`config.mk`:
```
export PLATFORM = sky130hd
export DESIGN_NAME = sec_rtc
export DESIGN_NICKNAME = d
export VERILOG_FILES = /design/src/rtl/sec_rtc_pkg.sv /design/src/rtl/sec_rtc_timebase.sv /design/src/rtl/sec_rtc_alarm_cmp.sv /design/src/rtl/sec_rtc.sv
export SDC_FILE = /design/constraint.sdc
export NUM_CORES = 1
export LEC_CHECK = 0
export ABC_AREA = 1
export BUFFER_PORTS_ARGS = -buffer_cell sky130_fd_sc_hd__buf_2
export CORE_MARGIN = 1
export CORE_UTILIZATION = 40
export CTS_CLUSTER_DIAMETER = 200
export DETAILED_ROUTE_END_ITERATION = 8
export GPL_ROUTABILITY_DRIVEN = 0
export SYNTH_ARGS = -nofsm -noshare
export SYNTH_HDL_FRONTEND = slang
export SYNTH_SLANG_ARGS = --single-unit
```
`constraint.sdc`:
```
create_clock -name clk -period 3.8 [get_ports clk]
set_input_delay 0.19 -clock clk [delete_from_list [all_inputs] [get_ports clk]]
set_output_delay 0.19 -clock clk [all_outputs]
set_load 0.1 [all_outputs]
```
`src/rtl/sec_rtc_pkg.sv`:
```
package sec_rtc_pkg;
  localparam int ADDR_W  = 8;
  localparam int NUM_ALM = 2;   // seconds-compare alarms; status bits 0 and 1
  localparam logic [ADDR_W-1:0] OFF_BUSY   = 8'h04;
  localparam logic [ADDR_W-1:0] OFF_SEC    = 8'h08;
  localparam logic [ADDR_W-1:0] OFF_SHADOW = 8'h0C;
  localparam logic [ADDR_W-1:0] OFF_MS     = 8'h10;
  localparam logic [ADDR_W-1:0] OFF_ALM0   = 8'h14;
  localparam logic [ADDR_W-1:0] OFF_ALM1   = 8'h18;
  localparam logic [ADDR_W-1:0] OFF_MSALM  = 8'h1C;
  localparam logic [ADDR_W-1:0] OFF_MASK   = 8'h28;
  localparam logic [ADDR_W-1:0] OFF_STAT   = 8'h2C;
endpackage

```
`src/rtl/sec_rtc_timebase.sv`:
```
module sec_rtc_timebase #(
  parameter int TICKS_PER_MS  = 32,
  parameter int MS_WRAP       = 1000,
  parameter int PUBLISH_TICKS = 8,
  parameter int BUSY_CYCLES   = 4,
  parameter int SEC_W         = 32,
  localparam int MS_W  = $clog2(MS_WRAP),
  localparam int PRE_W = (TICKS_PER_MS > 1) ? $clog2(TICKS_PER_MS) : 1,
  localparam int PUB_W = (PUBLISH_TICKS > 1) ? $clog2(PUBLISH_TICKS) : 1,
  localparam int BSY_W = $clog2(BUSY_CYCLES + 1)
) (
  input  logic             clk,
  input  logic             rst,
  input  logic             tick,
  input  logic             load_en,
  input  logic [SEC_W-1:0] load_sec,
  output logic             step_o,
  output logic [SEC_W-1:0] step_val_o,
  output logic [SEC_W-1:0] pub_sec_o,
  output logic [MS_W-1:0]  pub_ms_o,
  output logic             busy_o
);
  logic [PRE_W-1:0] pre_q, pre_d;
  logic [MS_W-1:0]  ms_q, ms_d;
  logic [SEC_W-1:0] sec_q, sec_d;
  logic [PUB_W-1:0] pub_q;
  logic [BSY_W-1:0] bsy_q;
  logic pre_last, ms_last, pub_last, ms_adv, sec_adv;

  always_comb begin
    pre_last = (pre_q == PRE_W'(TICKS_PER_MS - 1));
    ms_last  = (ms_q == MS_W'(MS_WRAP - 1));
    pub_last = (pub_q == PUB_W'(PUBLISH_TICKS - 1));
    ms_adv   = tick && pre_last;
    sec_adv  = ms_adv && ms_last;
    pre_d    = pre_last ? '0 : pre_q + 1'b1;
    ms_d     = ms_adv ? (ms_last ? '0 : ms_q + 1'b1) : ms_q;
    sec_d    = sec_adv ? sec_q + 1'b1 : sec_q;
  end

  assign step_o     = sec_adv && !load_en;
  assign step_val_o = sec_q + 1'b1;
  assign busy_o     = (bsy_q != '0);

  always_ff @(posedge clk) begin
    if (rst) begin
      pre_q <= '0; ms_q <= '0; sec_q <= '0; pub_q <= '0;
      pub_sec_o <= '0; pub_ms_o <= '0;
    end else if (load_en) begin
      pre_q <= '0; ms_q <= '0; sec_q <= load_sec;
      pub_sec_o <= load_sec; pub_ms_o <= '0;
    end else if (tick) begin
      pre_q <= pre_d; ms_q <= ms_d; sec_q <= sec_d;
      pub_q <= pub_last ? '0 : pub_q + 1'b1;
      if (pub_last) begin
        pub_sec_o <= sec_d;
        pub_ms_o  <= ms_d;
      end
    end
  end

  always_ff @(posedge clk) begin
    if (rst)                                bsy_q <= '0;
    else if (tick && pub_last && !load_en)  bsy_q <= BSY_W'(BUSY_CYCLES);
    else if (bsy_q != '0)                   bsy_q <= bsy_q - 1'b1;
  end
endmodule

```
`src/rtl/sec_rtc_alarm_cmp.sv`:
```
module sec_rtc_alarm_cmp #(
  parameter int NUM   = 2,
  parameter int SEC_W = 32
) (
  input  logic             step,
  input  logic [SEC_W-1:0] step_val,
  input  logic [SEC_W-1:0] alarm [NUM],
  output logic [NUM-1:0]   hit
);
  for (genvar i = 0; i < NUM; i++) begin : g_cmp
    assign hit[i] = step && (alarm[i] != '0) && (alarm[i] == step_val);
  end
endmodule

```
`src/rtl/sec_rtc.sv`:
```
module sec_rtc
  import sec_rtc_pkg::*;
#(
  parameter int TICKS_PER_MS  = 32,
  parameter int MS_WRAP       = 1000,
  parameter int PUBLISH_TICKS = 8,
  parameter int BUSY_CYCLES   = 4,
  parameter int SEC_W         = 32,
  parameter int DATA_W        = 32
) (
  input  logic              clk,
  input  logic              rst,
  input  logic              tick,
  input  logic              bus_wr,
  input  logic              bus_rd,
  input  logic [ADDR_W-1:0] bus_addr,
  input  logic [DATA_W-1:0] bus_wdata,
  output logic [DATA_W-1:0] bus_rdata,
  output logic              irq
);
  localparam int MS_W = $clog2(MS_WRAP);
  localparam logic [ADDR_W-1:0] ALM_OFF [NUM_ALM] = '{OFF_ALM0, OFF_ALM1};

  logic             busy, wr_ok, load_en, step;
  logic [SEC_W-1:0] step_val, pub_sec, shadow_q;
  logic [MS_W-1:0]  pub_ms;
  logic [SEC_W-1:0] alarm_q [NUM_ALM];
  logic [NUM_ALM-1:0] hit, mask_q, stat_q, clr;
  logic [DATA_W-1:0]  rd_val;

  assign wr_ok   = bus_wr && !busy;
  assign load_en = wr_ok && (bus_addr == OFF_SEC);

  sec_rtc_timebase #(
    .TICKS_PER_MS(TICKS_PER_MS), .MS_WRAP(MS_WRAP),
    .PUBLISH_TICKS(PUBLISH_TICKS), .BUSY_CYCLES(BUSY_CYCLES), .SEC_W(SEC_W)
  ) u_tb (
    .clk(clk), .rst(rst), .tick(tick), .load_en(load_en),
    .load_sec(bus_wdata[SEC_W-1:0]), .step_o(step), .step_val_o(step_val),
    .pub_sec_o(pub_sec), .pub_ms_o(pub_ms), .busy_o(busy)
  );

  sec_rtc_alarm_cmp #(.NUM(NUM_ALM), .SEC_W(SEC_W)) u_cmp (
    .step(step), .step_val(step_val), .alarm(alarm_q), .hit(hit)
  );

  for (genvar i = 0; i < NUM_ALM; i++) begin : g_alm
    always_ff @(posedge clk) begin
      if (rst) alarm_q[i] <= '0;
      else if (wr_ok && bus_addr == ALM_OFF[i]) alarm_q[i] <= bus_wdata[SEC_W-1:0];
    end
  end

  assign clr = (wr_ok && bus_addr == OFF_STAT) ? bus_wdata[NUM_ALM-1:0] : '0;

  always_ff @(posedge clk) begin
    if (rst) begin
      mask_q <= '0; stat_q <= '0; irq <= 1'b0; shadow_q <= '0;
    end else begin
      if (wr_ok && bus_addr == OFF_MASK) mask_q <= bus_wdata[NUM_ALM-1:0];
      stat_q <= (stat_q & ~clr) | hit;
      irq    <= |(stat_q & mask_q);
      if (bus_rd && bus_addr == OFF_MS) shadow_q <= pub_sec;
    end
  end

  always_comb begin
    rd_val = '0;
    case (bus_addr)
      OFF_BUSY:    rd_val[0] = busy;
      OFF_SEC:     rd_val[SEC_W-1:0] = pub_sec;
      OFF_SHADOW:  rd_val[SEC_W-1:0] = shadow_q;
      OFF_MS:      rd_val[MS_W-1:0] = pub_ms;
      OFF_ALM0:    rd_val[SEC_W-1:0] = alarm_q[0];
      OFF_ALM1:    rd_val[SEC_W-1:0] = alarm_q[1];
      OFF_MASK:    rd_val[NUM_ALM-1:0] = mask_q;
      OFF_STAT:    rd_val[NUM_ALM-1:0] = stat_q;
      default:     rd_val = '0;
    endcase
  end

  always_ff @(posedge clk) begin
    if (rst)         bus_rdata <= '0;
    else if (bus_rd) bus_rdata <= rd_val;
  end
endmodule

```
# Word-level counts from Yosys, hierarchy flattened
# Index checks and enable logic that the tools add are counted.
# Widths: inputs -> output; s select.
# totals
output_inout_bits	33
inputBits	45
word_cells	85
reg_bits	228
# op_classes
eq_ne	13
n_reduce_logical	30
n_mux	17
bitwise	5
n_addsub	5
# op_table
op	count
$mux 32	6
$pmux 22 s4	1
$eq 32x32->1	2
$reduce_bool 32->1	2
$pmux 8 s5	1
$add 32x1->32 const B	1
$eq 8x5->1 const B	3
$mux 10	2
$eq 8x4->1 const B	2
$eq 8x6->1 const B	2
$logic_and 1x1->1	16
$add 10x1->10 const B	1
$eq 10x10->1 const B	1
$mux 3	3
$eq 8x3->1 const B	1
$pmux 1 s8	1
$pmux 1 s7	1
$reduce_and 2->1	3
$reduce_bool 2->1	3
$reduce_or 2->1	3
$add 5x1->5 const B	1
$eq 5x5->1 const B	1
$mux 5	1
$and 2x2->2	2
other kinds (9)	10

# Logic depth before layout (Yosys ltp)
# depth
depth_word	9
mapped_depth	16

# Modules after synthesis
# A second synthesis with hierarchy kept.
# unflattened
cells_unflattened	1918
hier_area_um2	12374.4
# by_module_without_submodules
module	cells_each	instances	area_per_inst_um2
sec_rtc	783	1	5799.3
sec_rtc_timebase	841	1	5277.6
sec_rtc_alarm_cmp	294	1	1297.5

# Least setup slack after synthesis
# No wires, ideal clock.
# synth_path
path_type	reg2reg
startpoint	register u_tb.bsy_q[0]
endpoint	register u_tb.pub_sec_o[27]
synth_period_minus_slack_ns	2.089
setup_slack_ns	1.711
path_stages_with_launch	14
required_time_ns	3.684
setup_time_ns	0.116
t_arrival_ns	1.973
path_cell_list	dfxtp_1 > inv_1 > ha_1 > ha_1 > nand2_1 > inv_1 > nand3_1 > clkbuf_1 > clkbuf_1 > o21ai_0 > o22ai_1 > nand2_1 > o211ai_1 > inv_1
# synth_via
elab_chain_cells	6
# synth_rtl
element	line	source
start: declaration	sec_rtc_timebase.sv:27	logic [BSY_W-1:0] bsy_q;
start signal: assignment	sec_rtc_timebase.sv:64	else if (tick && pub_last && !load_en) bsy_q <= BSY_W'(BUSY_CYCLES);
start signal: assignment	sec_rtc_timebase.sv:65	else if (bsy_q != '0) bsy_q <= bsy_q - 1'b1;
$reduce_bool 3->1 *	sec_rtc_timebase.sv:43	assign busy_o = (bsy_q != '0);
$logic_not 1->1 *	sec_rtc.sv:31	assign wr_ok = bus_wr && !busy;
$logic_and 1x1->1 *	sec_rtc.sv:31	
$logic_and 1x1->1 *	sec_rtc.sv:32	assign load_en = wr_ok && (bus_addr == OFF_SEC);
$reduce_bool 2->1 (no line)	--	
$reduce_and 2->1 (no line)	--	
end signal: assignment	sec_rtc_timebase.sv:48	pub_sec_o <= '0; pub_ms_o <= '0;
end signal: assignment	sec_rtc_timebase.sv:51	pub_sec_o <= load_sec; pub_ms_o <= '0;
end signal: assignment	sec_rtc_timebase.sv:56	pub_sec_o <= sec_d;
end: declaration	sec_rtc_timebase.sv:19	output logic [SEC_W-1:0] pub_sec_o,
# Mark *: on every way between the ends. The rest lies on a longest branch, timed or not.
# A chain may end at the register's enable or synchronous reset.

# Worst setup path in the final report
# layout_path
startpoint	register u_tb.pre_q[0]
endpoint	register u_tb.pub_sec_o[30]
# layout_via
elab_chain_cells	7
# layout_rtl
element	line	source
start: declaration	sec_rtc_timebase.sv:23	logic [PRE_W-1:0] pre_q, pre_d;
start signal: assignment	sec_rtc_timebase.sv:47	pre_q <= '0; ms_q <= '0; sec_q <= '0; pub_q <= '0;
start signal: assignment	sec_rtc_timebase.sv:50	pre_q <= '0; ms_q <= '0; sec_q <= load_sec;
start signal: assignment	sec_rtc_timebase.sv:53	pre_q <= pre_d; ms_q <= ms_d; sec_q <= sec_d;
$eq 5x5->1	sec_rtc_timebase.sv:31	pre_last = (pre_q == PRE_W'(TICKS_PER_MS - 1));
$logic_and 1x1->1	sec_rtc_timebase.sv:34	ms_adv = tick && pre_last;
$logic_and 1x1->1	sec_rtc_timebase.sv:35	sec_adv = ms_adv && ms_last;
$mux 32	sec_rtc_timebase.sv:38	sec_d = sec_adv ? sec_q + 1'b1 : sec_q;
$mux 32	sec_rtc_timebase.sv:55	if (pub_last) begin
$mux 32	sec_rtc_timebase.sv:52	end else if (tick) begin
$mux 32	sec_rtc_timebase.sv:49	end else if (load_en) begin
# Every way passes these cells. The select of a mux whose other input is x is not followed.

==> results.cfg <==
[floorplan]
io_pins = 78
num_rows = 62
dieHeight_um = 173.8
dieWidth_um = 173.8
die_area_um2 = 30200
initial_core_util_pct = 40.91
core-area_um2 = 28860

[critical_path]
required_ns = 4.23
slowest_delay_ns = 0.53
critPathCaptureType = flip-flop
worstPathArrival_ns = 3.28
crit_path_start_kind = flip-flop
cp.depth = 13
crit_type = flip-flop to flip-flop
worst_path_max_delay_cell = o22ai_1
path_cells = ha_1, inv_1, nor2_1, ha_1, nand2_1, nor2_1, nand2_1, inv_1, o21ai_0, o22ai_1, nand2_1, o211ai_1, inv_1
r2r_cells = 13
path_max_fanout = 8
path_buf_inv = 3
timing.rr.start = u_tb.pre_q[0]$_SDFFE_PP0P_
r2r_slack_ns = 0.95
reg2reg_to = u_tb.pub_sec_o[30]$_SDFFE_PP0P_
crit_start = u_tb.pre_q[0]$_SDFFE_PP0P_
cp_top_family = compound AO/OA/AOI/OAI gates

[sta]
drv_slew = 0
hold_viol = 0
fmax_mhz = 350.3
worst_slew_pin_slew_ns = 0.8618
skew_ns = 0.01289
fin_setup_tns_ns = 0
setup_viol = 0
final.setup.worst_slack_ns = 0.9455
fin_crit_sh_pct = 75.12
slew_headroom_pct = 42.41
rsz0062_at_grt = no
min_period_ns = 2.855

[place]
io_buffer_count = 77
pre_cts_slack_ns = 1.006
dp_hpwl_mm = 28.73
placed_cell_area_um2 = 12540

[grt]
antenna_found_initial = 1
gr-total-overflow = 0
grt_pass1_vias = 11395
grt_pass1_wl_mm = 63.56
grt_max_degree = 68
track_usage_pct = 26.71

[yosys]
synth_top_area_cell = dfxtp_1
synthesis.nets = 1832
synth_area_um2 = 11810
synth_most_common_cell = nand2_1
ys_seq_area_share_pct = 38.66
ys_ff_latch = 228
ys.flop_type = dfxtp_1
ys_top_cells_by_count = nand2_1, nor2_1, dfxtp_1
synth_cell_types = 41
async_flop_share_pct = 0
synth-edff-count = 0
syn_area_per_cell_um2 = 6.640
synth_top_area_share_pct = 38.66
synth_area_leaders = dfxtp_1, nand2_1, o21ai_0
ys.warnings.count = 0
synth_cells = 1778

[routing]
drt-total-wl_mm = 41.03
drc = 0
drt_first_pass_iters = 6
top_layer = met4
wl_met3_mm = 3.321
vias_per_cell = 5.448
met2_length_mm = 17.22
drt.antenna.violating_nets = 0
wire_per_inst_um = 18.22
first_iter_violations = 1150
wl_met1_mm = 19.54
vias = 12270

[pwr]
p_per_area_nw_per_um2 = 378.4
power_uw = 5153
ir_worst_vdd_v = 0.0003863
p_leak_uw = 0.005625

[finish]
final_nets = 1904
fillers = 3022
drive_above_1_share_pct = 9.743
antenna-diode-count = 0
final_cell_area_um2 = 13620
utilization_pct = 47.19
syn_to_final_growth_pct = 15.35

[clock_tree]
clockBufferDepth = 3
path_clk_slew_ns = 0.06
ctsResizeCount = 0
postCtsSetupBuffers = 0
htreeDepth = 1
clock-root-buffer = clkbuf_16
clock_sinks = 228
cts_buffers = 26
cts_tree = yes
insertion_delay_ns = 0.55

[worst_hold_path]
holdPathEnd = alarm_q[23]$_SDFFE_PP0P_
hold_class = primary input to flip-flop
min_delay_path_depth = 3
min_from = bus_wdata[23]

[flow_run]
drv_cap = 0

[run_status]
status = completed
[stage by stage]
| stage | hold WS, ns | cells |
|---|---|---|
| CTS | 0.004693 | 2252 |
| detailed placement | 0.4562 | 2178 |
| finish | 0.006100 | 2252 |
| global route | 0.02214 | 2252 |
| global placement | 0.4420 | 2178 |
| floorplan | 0.3445 | 1778 |
[placed cells by master, fill, tap and decap left out, types with 8 or more instances in the layout]
| cell | instances |
|---|---|
| a221oi_1 | 8 |
| nand2_1 | 347 |
| nand4_1 | 12 |
| a21oi_1 | 183 |
| nand3_1 | 124 |
| a22o_1 | 19 |
| dlygate4sd3_1 | 28 |
| nor2_1 | 249 |
| clkbuf_1 | 8 |
| dfxtp_1 | 228 |
| clkbuf_16 | 26 |
| buf_4 | 22 |
| o21ai_0 | 206 |
| nand2_2 | 10 |
| ha_1 | 9 |
| o211ai_1 | 16 |
| inv_1 | 176 |
| buf_2 | 77 |
| xor2_1 | 8 |
| o22ai_1 | 44 |
[power breakdown]
group / switching [uW] / internal [uW] / total [uW]
clock network: 1020 / 1360 / 2380
logic: 226 / 109 / 336
registers: 17.0 / 2420 / 2440
[registers in the layout, summed over array words and instances, names as in the netlist]
register        cells
u_tb.ms_q          10
stat_q              2
u_tb.bsy_q          3
u_tb.pre_q          5
u_tb.sec_q         32
alarm_q            64
u_tb.pub_q          3
mask_q              2
u_tb.pub_sec_o     32
shadow_q           32
u_tb.pub_ms_o      10
irq                 1
bus_rdata          32
[how the worst max path moves through the flow]
stage                                                  to  slack, ns
final                     u_tb.pub_sec_o[30]$_SDFFE_PP0P_       0.95
after global routing      u_tb.pub_sec_o[30]$_SDFFE_PP0P_       0.74
after CTS                            stat_q[0]$_SDFF_PP0_        1.0
after global placement               stat_q[0]$_SDFF_PP0_       1.07
after floorplan           u_tb.pub_sec_o[27]$_SDFFE_PP0P_       1.71
after detailed placement             stat_q[0]$_SDFF_PP0_       1.01
[worst register-to-register path: stages (launching register included)]
cell      delay (ns)
dfxtp_1         0.35
ha_1            0.18
inv_1           0.05
nor2_1          0.11
ha_1            0.15
nand2_1         0.16
nor2_1          0.25
nand2_1         0.11
inv_1           0.40
o21ai_0         0.18
o22ai_1         0.53
nand2_1         0.11
o211ai_1        0.11
inv_1           0.06
[cells by family after synthesis]
kind of cell | synth area share, %
flops | 38.66
fa+ha+maj | 0.9539
simple gates | 27.92
compound gates | 22.71
xor+xnor | 1.049
buf+inv | 8.702
[cell type report]
class	instances	area, um^2	area share [%]
sequential	228	4564	33.52
clock buffer	39	749.5	5.504
clock inverter	7	48.80	0.3584
tap	384	480.5	3.528
timing repair buffer	129	870.8	6.395
multi-input combinational	1285	6226	45.72
inverter	180	676.9	4.971
[repair_timing]
| action | CTS | global route |
|---|---|---|
| hold buffers | 28 | 0 |
| endpoints found under the hold margin | 76 | 0 |
| setup endpoints to repair | 0 | 0 |
[routing by layer]
metal	up-vias	track usage (%)
li1	6054	-
met1	5668	38.46
met2	485	40.27
met3	63	5.219
met4	0	7.420
met5	-	0
(Power assumes the default switching activity.)
